$ cat src/rtl/irqc_pkg.sv
package irqc_pkg;
  localparam int NBANK     = 3;
  localparam int DATA_W    = 32;
  localparam int ADDR_W    = 8;
  localparam int BASIC_W   = 8;
  localparam int WIDE_W    = 32;
  localparam int NSRC      = BASIC_W + 2 * WIDE_W;
  localparam int FIQ_IDX_W = 7;
  localparam int FIQ_CTL_W = FIQ_IDX_W + 1;
  localparam int NSC1      = 5;
  localparam int NSC2      = 6;
  localparam int SUM_BIT   = BASIC_W;
  localparam int SC_BASE   = BASIC_W + 2;

  typedef logic [DATA_W-1:0] word_t;

  function automatic int bank_width(input int b);
    return (b == 0) ? BASIC_W : WIDE_W;
  endfunction

  // position of a bank inside the flat source vector (fast-route index order)
  function automatic int src_base(input int b);
    return (b == 1) ? 0 : (b == 2) ? WIDE_W : 2 * WIDE_W;
  endfunction

  function automatic logic [ADDR_W-1:0] pend_off(input int b);
    return ADDR_W'(4 * b);
  endfunction

  function automatic logic [ADDR_W-1:0] en_off(input int b);
    return (b == 0) ? 8'h18 : (b == 1) ? 8'h10 : 8'h14;
  endfunction

  function automatic logic [ADDR_W-1:0] dis_off(input int b);
    return (b == 0) ? 8'h24 : (b == 1) ? 8'h1c : 8'h20;
  endfunction

  localparam logic [ADDR_W-1:0] FIQ_OFF = 8'h0c;

  // wide-bank source carried by shortcut k (k counts from bank 1 upward)
  function automatic int sc_src(input int k);
    case (k)
      0: return 7;
      1: return 9;
      2: return 10;
      3: return 18;
      4: return 19;
      5: return 21;
      6: return 22;
      7: return 23;
      8: return 24;
      9: return 25;
      default: return 30;
    endcase
  endfunction

  function automatic word_t sc_mask(input int b);
    word_t m;
    m = '0;
    for (int k = 0; k < NSC1 + NSC2; k++) begin
      if ((b == 1 && k < NSC1) || (b == 2 && k >= NSC1)) m[sc_src(k)] = 1'b1;
    end
    return m;
  endfunction
endpackage

$ cat src/rtl/irqc_enable_bank.sv
module irqc_enable_bank #(
  parameter int W = 32
) (
  input  logic         clk,
  input  logic         rst_n,
  input  logic [W-1:0] set_i,
  input  logic [W-1:0] clr_i,
  output logic [W-1:0] en_o
);
  logic [W-1:0] en_q;

  always_ff @(posedge clk) begin
    if (!rst_n) en_q <= '0;
    else        en_q <= (en_q | set_i) & ~clr_i;
  end

  assign en_o = en_q;
endmodule

$ cat src/rtl/irqc_basic_word.sv
module irqc_basic_word
  import irqc_pkg::*;
(
  input  logic [BASIC_W-1:0] pend0_i,
  input  word_t              pend1_i,
  input  word_t              pend2_i,
  output word_t              word_o
);
  localparam word_t MASK1 = sc_mask(1);
  localparam word_t MASK2 = sc_mask(2);

  logic [NSC1+NSC2-1:0] sc_bits;

  for (genvar k = 0; k < NSC1 + NSC2; k++) begin : g_sc
    if (k < NSC1) begin : g_b1
      assign sc_bits[k] = pend1_i[sc_src(k)];
    end else begin : g_b2
      assign sc_bits[k] = pend2_i[sc_src(k)];
    end
  end

  logic sum1, sum2;
  assign sum1 = |(pend1_i & ~MASK1);
  assign sum2 = |(pend2_i & ~MASK2);

  always_comb begin
    word_o = '0;
    word_o[BASIC_W-1:0] = pend0_i;
    word_o[SUM_BIT]     = sum1;
    word_o[SUM_BIT+1]   = sum2;
    word_o[SC_BASE +: NSC1+NSC2] = sc_bits;
  end
endmodule

$ cat src/rtl/irqc_fiq_route.sv
module irqc_fiq_route
  import irqc_pkg::*;
(
  input  logic [FIQ_CTL_W-1:0] ctl_i,
  input  logic [NSRC-1:0]      src_i,
  output logic                 fiq_o,
  output logic [NSRC-1:0]      route_o
);
  logic [FIQ_IDX_W-1:0] idx;
  logic                 on;
  assign idx = ctl_i[FIQ_IDX_W-1:0];
  assign on  = ctl_i[FIQ_IDX_W];

  for (genvar i = 0; i < NSRC; i++) begin : g_sel
    assign route_o[i] = on && (idx == FIQ_IDX_W'(i));
  end

  assign fiq_o = |(route_o & src_i);
endmodule

$ cat src/rtl/irq_bank_ctrl.sv
module irq_bank_ctrl
  import irqc_pkg::*;
(
  input  logic              clk,
  input  logic              rst_n,
  input  logic              bus_wr,
  input  logic [ADDR_W-1:0] bus_addr,
  input  logic [DATA_W-1:0] bus_wdata,
  output logic [DATA_W-1:0] bus_rdata,
  input  logic [NSRC-1:0]   src_i,
  output logic              irq_o,
  output logic              fiq_o
);
  word_t en_word   [NBANK];
  word_t pend_word [NBANK];
  logic [NSRC-1:0] en_flat;
  logic [NSRC-1:0] pend_flat;
  logic [NSRC-1:0] route;

  for (genvar b = 0; b < NBANK; b++) begin : g_bank
    localparam int W = bank_width(b);
    localparam int B = src_base(b);
    logic [W-1:0] set_v, clr_v, en_v;
    assign set_v = (bus_wr && bus_addr == en_off(b))  ? bus_wdata[W-1:0] : '0;
    assign clr_v = (bus_wr && bus_addr == dis_off(b)) ? bus_wdata[W-1:0] : '0;
    irqc_enable_bank #(.W(W)) u_en (
      .clk(clk), .rst_n(rst_n), .set_i(set_v), .clr_i(clr_v), .en_o(en_v)
    );
    assign en_flat[B +: W] = en_v;
    assign en_word[b]      = DATA_W'(en_v);
    if (b != 0) begin : g_wide
      assign pend_word[b] = DATA_W'(pend_flat[B +: W]);
    end
  end

  assign pend_flat = src_i & en_flat;

  irqc_basic_word u_word (
    .pend0_i(pend_flat[src_base(0) +: BASIC_W]),
    .pend1_i(pend_word[1]),
    .pend2_i(pend_word[2]),
    .word_o (pend_word[0])
  );

  logic [FIQ_CTL_W-1:0] fiq_ctl_q;
  always_ff @(posedge clk) begin
    if (!rst_n)                            fiq_ctl_q <= '0;
    else if (bus_wr && bus_addr == FIQ_OFF) fiq_ctl_q <= bus_wdata[FIQ_CTL_W-1:0];
  end

  logic fiq_w;
  irqc_fiq_route u_fiq (
    .ctl_i(fiq_ctl_q), .src_i(src_i), .fiq_o(fiq_w), .route_o(route)
  );

  assign fiq_o = fiq_w;
  assign irq_o = |(pend_flat & ~route);

  // named views for the checker
  word_t en_b1, pend_w0, pend_w1, pend_w2;
  assign en_b1   = en_word[1];
  assign pend_w0 = pend_word[0];
  assign pend_w1 = pend_word[1];
  assign pend_w2 = pend_word[2];

  always_comb begin
    bus_rdata = '0;
    for (int b = 0; b < NBANK; b++) begin
      if (bus_addr == pend_off(b)) bus_rdata = pend_word[b];
      if (bus_addr == en_off(b) || bus_addr == dis_off(b)) bus_rdata = en_word[b];
    end
    if (bus_addr == FIQ_OFF) bus_rdata = DATA_W'(fiq_ctl_q);
  end
endmodule

$ cat config.mk
export PLATFORM = sky130hd
export DESIGN_NAME = irq_bank_ctrl
export DESIGN_NICKNAME = d
export VERILOG_FILES = /design/src/rtl/irqc_pkg.sv /design/src/rtl/irqc_enable_bank.sv /design/src/rtl/irqc_basic_word.sv /design/src/rtl/irqc_fiq_route.sv /design/src/rtl/irq_bank_ctrl.sv
export SDC_FILE = /design/constraint.sdc
export NUM_CORES = 1
export LEC_CHECK = 0
export ABC_AREA = 1
export BUFFER_PORTS_ARGS = -buffer_cell sky130_fd_sc_hd__buf_2
export CAP_MARGIN = 20
export CELL_PAD_IN_SITES_DETAIL_PLACEMENT = 1
export CELL_PAD_IN_SITES_GLOBAL_PLACEMENT = 2
export CORE_MARGIN = 1
export CORE_UTILIZATION = 29
export CTS_CLUSTER_SIZE = 25
export DETAILED_ROUTE_END_ITERATION = 6
export MAX_ROUTING_LAYER = met4
export PLACE_DENSITY = 0.9
export SLEW_MARGIN = 20
export SYNTH_ARGS = -nofsm -noshare
export SYNTH_HDL_FRONTEND = slang
export SYNTH_SLANG_ARGS = --single-unit
$ cat constraint.sdc
create_clock -name clk -period 4.75 [get_ports clk]
set_clock_uncertainty 0.15 [all_clocks]
set_input_delay 0.2375 -clock clk [delete_from_list [all_inputs] [get_ports clk]]
set_output_delay 0.2375 -clock clk [all_outputs]
set_load 0.1 [all_outputs]
==> results of run 1 <==
## cell families after synthesis
kind of cell           count (synthesis)  synth area share
AO/OA/AOI/OAI                        247             0.201
AND/OR/NAND/NOR                      720             0.442
flip-flops                            80             0.239
buffers and inverters                203             0.118
## placed cells by master, fill, tap and decap left out, drive strengths merged
cell type	netlist	final
a21oi	101	101
a22oi	7	7
a31oi	1	1
and2	1	1
buf	17	159
bufinv	0	2
clkbuf	32	11
clkinv	4	5
dfxtp	80	80
diode	0	1
dlygate4sd3	0	20
inv	150	152
nand2	337	337
nand3	94	94
nand4	20	20
nor2	256	256
nor3	12	12
o211ai	17	17
o21ai	92	92
o21bai	5	5
o22ai	24	24
## area by class of cell
cell class              instances  area, µm²
diodes                          1       2.50
clock buffers                  11        243
clock inverters                 5       86.3
fillers                      3161      14400
inverters                     154        578
multi-input cells             967       4310
flip-flops and latches         80       1600
well taps                     285        357
repair buffers                179       1020
## path summary, 6_finish.rpt
check	end	slack (ns)	cells past startpoint
max reg2reg	fiq_ctl_q[7]	3.57	2
max	irq_o	1.34	11
min	g_bank[2].u_en.en_o[30]	-0.003	3
min reg2reg	g_bank[2].u_en.en_o[9]	0.36	2
## worst max-delay path, cell delays in order (launching register included)
cell	delay (ns)
dfxtp_1	0.60
buf_4	0.41
nand3_1	0.28
nor2_1	0.25
nor2_1	0.07
nor2_1	0.11
nand2_1	0.06
nor2_1	0.17
nand2_1	0.08
nor2_1	0.23
nand2_1	0.11
buf_2	0.30
## metal layers
metal | GRT usage | up-vias
li1 | - | 4306
met2 | 0.488 | 339
met5 | - | -
met1 | 0.428 | 4309
met4 | 0.0952 | 0
met3 | 0.0395 | 60
## registers in the layout (all words and copies together), names as in the netlist
name and cells:
fiq_ctl_q 8, g_bank.u_en.en_o 72
## power by group
group	switching [W]	internal, W	leakage, nW	total, W
clock network	0.000345	0.000481	0.161	0.000826
registers	0.00000115	0.000671	0.644	0.000672
logic	0.000119	0.0000594	3.52	0.000178
## repair_timing
item,CTS,global route
hold endpoints to repair,20,0
setup endpoints to repair,0,0
hold buffers,20,0
gates resized for setup,0,0
## metrics by stage
step | hold slack [ns] | power, W | setup WS [ns] | std cells | util
2_1_floorplan | 0.231 | 0.000748 | 1.38 | 1250 | -
3_3_place_gp | 0.332 | 0.000848 | 1.57 | 1645 | 0.339
3_5_place_dp | 0.346 | 0.000850 | 1.53 | 1645 | 0.339
4_1_cts | 0.00608 | 0.00168 | 1.37 | 1681 | 0.362
5_1_grt | 0.0114 | 0.00172 | 1.07 | 1682 | 0.362
6_report | -0.00328 | 0.00168 | 1.34 | 1682 | 0.362
==> reports/summary.txt, run 1 <==
Worst IR drop on VDD: 0.000145 V
Design Area, Final: 0.00820 mm²
Number of synthesized register bits: 80
Max Fclk: 294 MHz
Initial antenna violation count: 1
Sort of element at the end of the critical path: output pin
PortBufs: 148
Y dimension of the die: 154 µm
Net count of the mapped netlist: 1365
Setup Total Neg Slack: 0 ns
Predominant post-synthesis flop cell: dfxtp_1
Critical path launch point type: flip-flop
Launch point of the worst hold path: bus_wdata[30]
Result of the run: finished, violations left
Final number of max-transition violations: 0
Fin crit period: 3.41 ns
Synth warnings: 0
Layout cells sized above 1: 0.145
Clock tree from TritonCTS: done
Netlist cell types: 27
Buffer depth of the longest clock path: 2
Cell chosen for the clock root: clkbuf_16
Cell Area, Synth: 0.00669 mm²
Synthesized area per cell: 5.35 µm²
Max-cap violations: 0
Count of standard-cell rows: 55
Launch instance of the worst register-to-register path: fiq_ctl_q[7]
Starting Density: 0.295
Global placement routability congestion: 1.01
Start-to-end type of the worst setup path: flip-flop to output pin
Largest net degree at the start of global routing: 50
Net count, final: 1506
Total number of clock tree sinks: 80
Reg clk slew, reported paths: 0.07 ns
EDFF count, synth: 0
Global route total overflow: 0
First-pass DRT Iterations: 5
Origin of the worst setup path: fiq_ctl_q[7]
Slew @ Worst Pin: 1.10 ns
Required time worst endpoint: 4.36 ns
Core Area: 0.0226 mm²
Wire length of the first global-routing pass: 54.0 mm
Most frequent cells after synthesis: nand2_1, nor2_1, inv_1, a21oi_1, nand3_1
Met2 Wirelength: 16.1 mm
Worst-path maximum fanout: 30
Number of CTS-inserted buffers: 9
Final Hold Viols: 1
Setup repair after global routing missed its margin: false
Post-detailed-route count of antenna-violating nets: 0
Count of mapped cells out of synthesis: 1250
Path category of the worst min-delay check: input pin to flip-flop
Power density over cell area: 204 mW/mm²
Period utilization: 0.717
Max layer used: met4
Most frequent cell after synthesis: nand2_1
Wire length on met3: 2.21 mm
Failing checks: hold timing
Data arrival time at the worst-slack endpoint: 3.02 ns
Vias per cell: 5.36
Average wire per standard cell: 21.4 µm
Static Leak: 4.32 nW
Cell types occupying the most area after synthesis: dfxtp_1, nand2_1, nor2_1, inv_1, a21oi_1
Starting DRT DRC Count: 891
Latest clock arrival within the worst-skew pair: 0.36 ns
DIE AREA: 0.0237 mm²
Share of synthesized flip-flops with an asynchronous set or reset: 0
Post-synth top area cell: dfxtp_1
Met1 wire length: 16.8 mm
Number of H-tree levels: 3
Via count of the first global-routing pass: 8872
Share of the synthesized area in the top cell type: 0.239
Width of the chip: 154 µm
Final hold slack: -0.00328 ns
GRT Total Usage: 0.316
Buffer count from post-CTS setup fixing: 0
Relative max-transition margin: 0.264
Total DRC errors in the routed layout: 0
Estimated wirelength of the detail-placed design: 28.9 mm
Routed via count: 9014
Cell area reported after detailed placement: 0.00767 mm²
Number of placed I/O pins: 149
Part of the Yosys area used for sequential elements: 0.239
Post-Route WL: 36.0 mm
Synthesis-to-layout area growth: 22.5%
Setup-violating endpoint count in the final report: 0
(Power assumes the default switching activity.)
==> inputs of run 2 (changes only) <==
Settings changed: ABC_AREA 1 to 0, CORE_UTILIZATION 29 to 30, PLACE_DENSITY 0.9 to 0.85.
Clock period 4.75 ns to 3.5 ns, I/O delays scaled along.
==> run 2 against run 1 <==
Effect of this change: the run ends with setup timing left; sequential share of layout area grew 0.24 points; final cell count shrank 23%; worst hold slack gained 0.089 ns; clock power grew 37%; non-clock buffer count grew 59; final area shrank 0.90%; routed wire length shrank 2.8%; via count shrank 11%; power grew 36%; critical path type unchanged; critical endpoint is now fiq_o.
==> reports/summary.txt, run 2 <==
Synthesized area per cell: 7.14 µm²
Leading cell types in the layout, fill and taps excluded: nand2_1, a21oi_1, buf_2
First-pass DRT Iterations: 5
Cell Area, Synth: 0.00611 mm²
Total inserted antenna cells: 0
Fin crit period: 3.53 ns
Worst-case register-to-register setup slack: 2.16 ns
Post-Route WL: 35.0 mm
Share of synthesized flip-flops with an asynchronous set or reset: 0
Power consumption: 0.00229 W
Setup-violating endpoint count in the final report: 1
Cell chosen for the clock root: clkbuf_16
Sort of element at the end of the critical path: output pin
Total net switching power: 0.000583 W
End of the critical path: fiq_o
Worst-path maximum fanout: 11
Latest clock arrival within the worst-skew pair: 0.35 ns
Netlist cell types: 68
Fraction of power spent switching nets: 0.255
Number of synthesized register bits: 80
Estimated wirelength of the detail-placed design: 27.7 mm
Global route total overflow: 0
Share of the synthesized area in the top cell type: 0.262
Average wire per standard cell: 26.9 µm
Total number of clock tree sinks: 80
Max-cap violations: 0
Capture point of the worst reg-to-reg path: fiq_ctl_q[3]
Via count of the first global-routing pass: 7562
Most common library cell in the layout ignoring fill and taps: nand2_1
Most frequent cells after synthesis: nand2_1, a21oi_1, dfxtp_1, a211oi_1, nand3_1
Layout cells sized above 1: 0.239
Starting Density: 0.310
Path category of the worst min-delay check: input pin to flip-flop
Result of the run: finished, violations left
Required time worst endpoint: 3.17 ns
Slowest stage delay, CP: 0.61 ns
Final Hold Viols: 0
Clock tree from TritonCTS: done
Part of the Yosys area used for sequential elements: 0.262
Predominant post-synthesis flop cell: dfxtp_1
Multi-input gate area: 0.00411 mm²
P_int: 0.00170 W
Final number of max-transition violations: 0
DIE AREA: 0.0209 mm²
Initial antenna violation count: 1
Total area of sequential cells: 0.00161 mm²
PortBufs: 148
Width of the chip: 145 µm
Static Leak: 3.29 nW
Data arrival time at the worst-slack endpoint: 3.20 ns
Post-synth top area cell: dfxtp_1
Cell breakdown of the critical path: and2b_1, buf_4, and3_1, o31a_1, a211oi_1, and4_1, nand4_1, buf_12
Critical path launch point type: flip-flop
Origin of the worst setup path: fiq_ctl_q[3]
Depth of the worst register-to-register path: 3
Part of the total power dissipated in the clock network: 0.495
Net count of the mapped netlist: 970
Starting DRT DRC Count: 766
Filler Cells Inserted: 2506
Count of mapped cells out of synthesis: 855
Relative max-transition margin: 0.454
Reg clk slew, reported paths: 0.07 ns
Buffer count from post-CTS setup fixing: 0
Post-detailed-route count of antenna-violating nets: 0
Launch instance of the worst register-to-register path: fiq_ctl_q[3]
Relative contribution of sequential cells to total power: 0.399
Count of standard-cell rows: 51
Global placement routability congestion: 1.06
Net count, final: 1148
Final core area utilization: 0.412
Vias per cell: 6.17
Number of H-tree levels: 3
Number of placed I/O pins: 149
Start-to-end type of the worst setup path: flip-flop to output pin
Setup repair after global routing missed its margin: false
Synth warnings: 0
EDFF count, synth: 0
Slew @ Worst Pin: 0.820 ns
Y dimension of the die: 145 µm
Final hold slack: 0.0861 ns
Core Area: 0.0197 mm²
Most frequent cell after synthesis: nand2_1
Max Fclk: 284 MHz
Total DRC errors in the routed layout: 0
Max reg flops: 72
Number of CTS-inserted buffers: 9
Cell types occupying the most area after synthesis: dfxtp_1, a21oi_1, nand2_1, a211oi_1, a31oi_1
GRT Total Usage: 0.347
Routed via count: 8033
Power density over cell area: 281 mW/mm²
Combinational fraction of design power: 0.106
Crit path setup slack, layout: -0.0253 ns
Synthesis-to-layout area growth: 33.1%
Period utilization: 1.01
Cell at the slowest stage of the critical path: dfxtp_1
Wire length of the first global-routing pass: 50.5 mm
Failing checks: setup timing
Buffer depth of the longest clock path: 2
Worst IR drop on VDD: 0.000211 V
Largest net degree at the start of global routing: 44
[run 2: logic make-up (layout without fill, tap and decap cells)]
logic type | count (synthesis) | count (layout) | share of synthesized area
simple gates | 307 | 307 | 0.265
xor+xnor | 1 | 1 | 0.00143
compound gates | 363 | 363 | 0.382
flops | 80 | 80 | 0.262
buf+inv | 93 | 275 | 0.0691
mux | 11 | 11 | 0.0205
[run 2: area by class of cell]
class                           instances  area share
Multi-Input combinational cell        682       0.506
Timing Repair Buffer                  238       0.204
Sequential cell                        80       0.198
Tap cell                              265      0.0408
Clock buffer                            9      0.0277
Clock inverter                          6      0.0142
Inverter                               22      0.0102
[run 2: layer usage]
layer | track usage | part of all wire
met5 | - | 0
met1 | 0.467 | 0.45
met2 | 0.539 | 0.46
met4 | 0.0942 | 0.022
met3 | 0.0523 | 0.071
[run 2: power groups by stage]
stage	clock, W	combinational [W]	sequential [W]
detailed placement	0	0.000208	0.000933
CTS	0.00113	0.000236	0.000912
floorplan	0	0.0000520	0.000933
finish	0.00113	0.000243	0.000912
global route	0.00117	0.000254	0.000912
global placement	0	0.000208	0.000933
[run 2: through the flow]
step | instances | cell area [µm²] | setup TNS, ns | worst slack [ns]
floorplan | 855 | 6110 | 0 | 0.132
global placement | 1255 | 7440 | 0 | 0.365
detailed placement | 1255 | 7440 | 0 | 0.292
CTS | 1302 | 8110 | 0 | 0.0411
global route | 1302 | 8120 | 0 | 0.00244
finish | 1302 | 8120 | -0.0253 | -0.0253
[run 2: what timing repair did]
action,4_1_cts,5_1_grt
hold buffers,32,0
endpoints found under the setup margin,1,1
resized for setup,3,6
cloned,0,0
endpoints found under the hold margin,73,0
[run 2: how the worst min path moves through the flow]
stage	start	to	slack, ns	cells after the start
3_5_place_dp	bus_wdata[31]	g_bank[1].u_en.en_o[31]	0.26	2
4_1_cts	bus_wr	fiq_ctl_q[4]	0.08	3
3_3_place_gp	bus_wdata[13]	g_bank[2].u_en.en_o[13]	0.25	2
5_1_grt	bus_wr	fiq_ctl_q[6]	0.09	3
6_report	bus_wr	fiq_ctl_q[6]	0.09	3
2_1_floorplan	bus_wdata[0]	g_bank[0].u_en.en_o[0]	0.12	1
[run 2: worst max-delay path, delay by kind of cell, from the launching register on]
kind	cells	cell delay (ns)
AOI/OAI and AO/OA	2	0.76
and+or+nand+nor	4	1.01
buffers and inverters	2	0.45
DFF	1	0.61
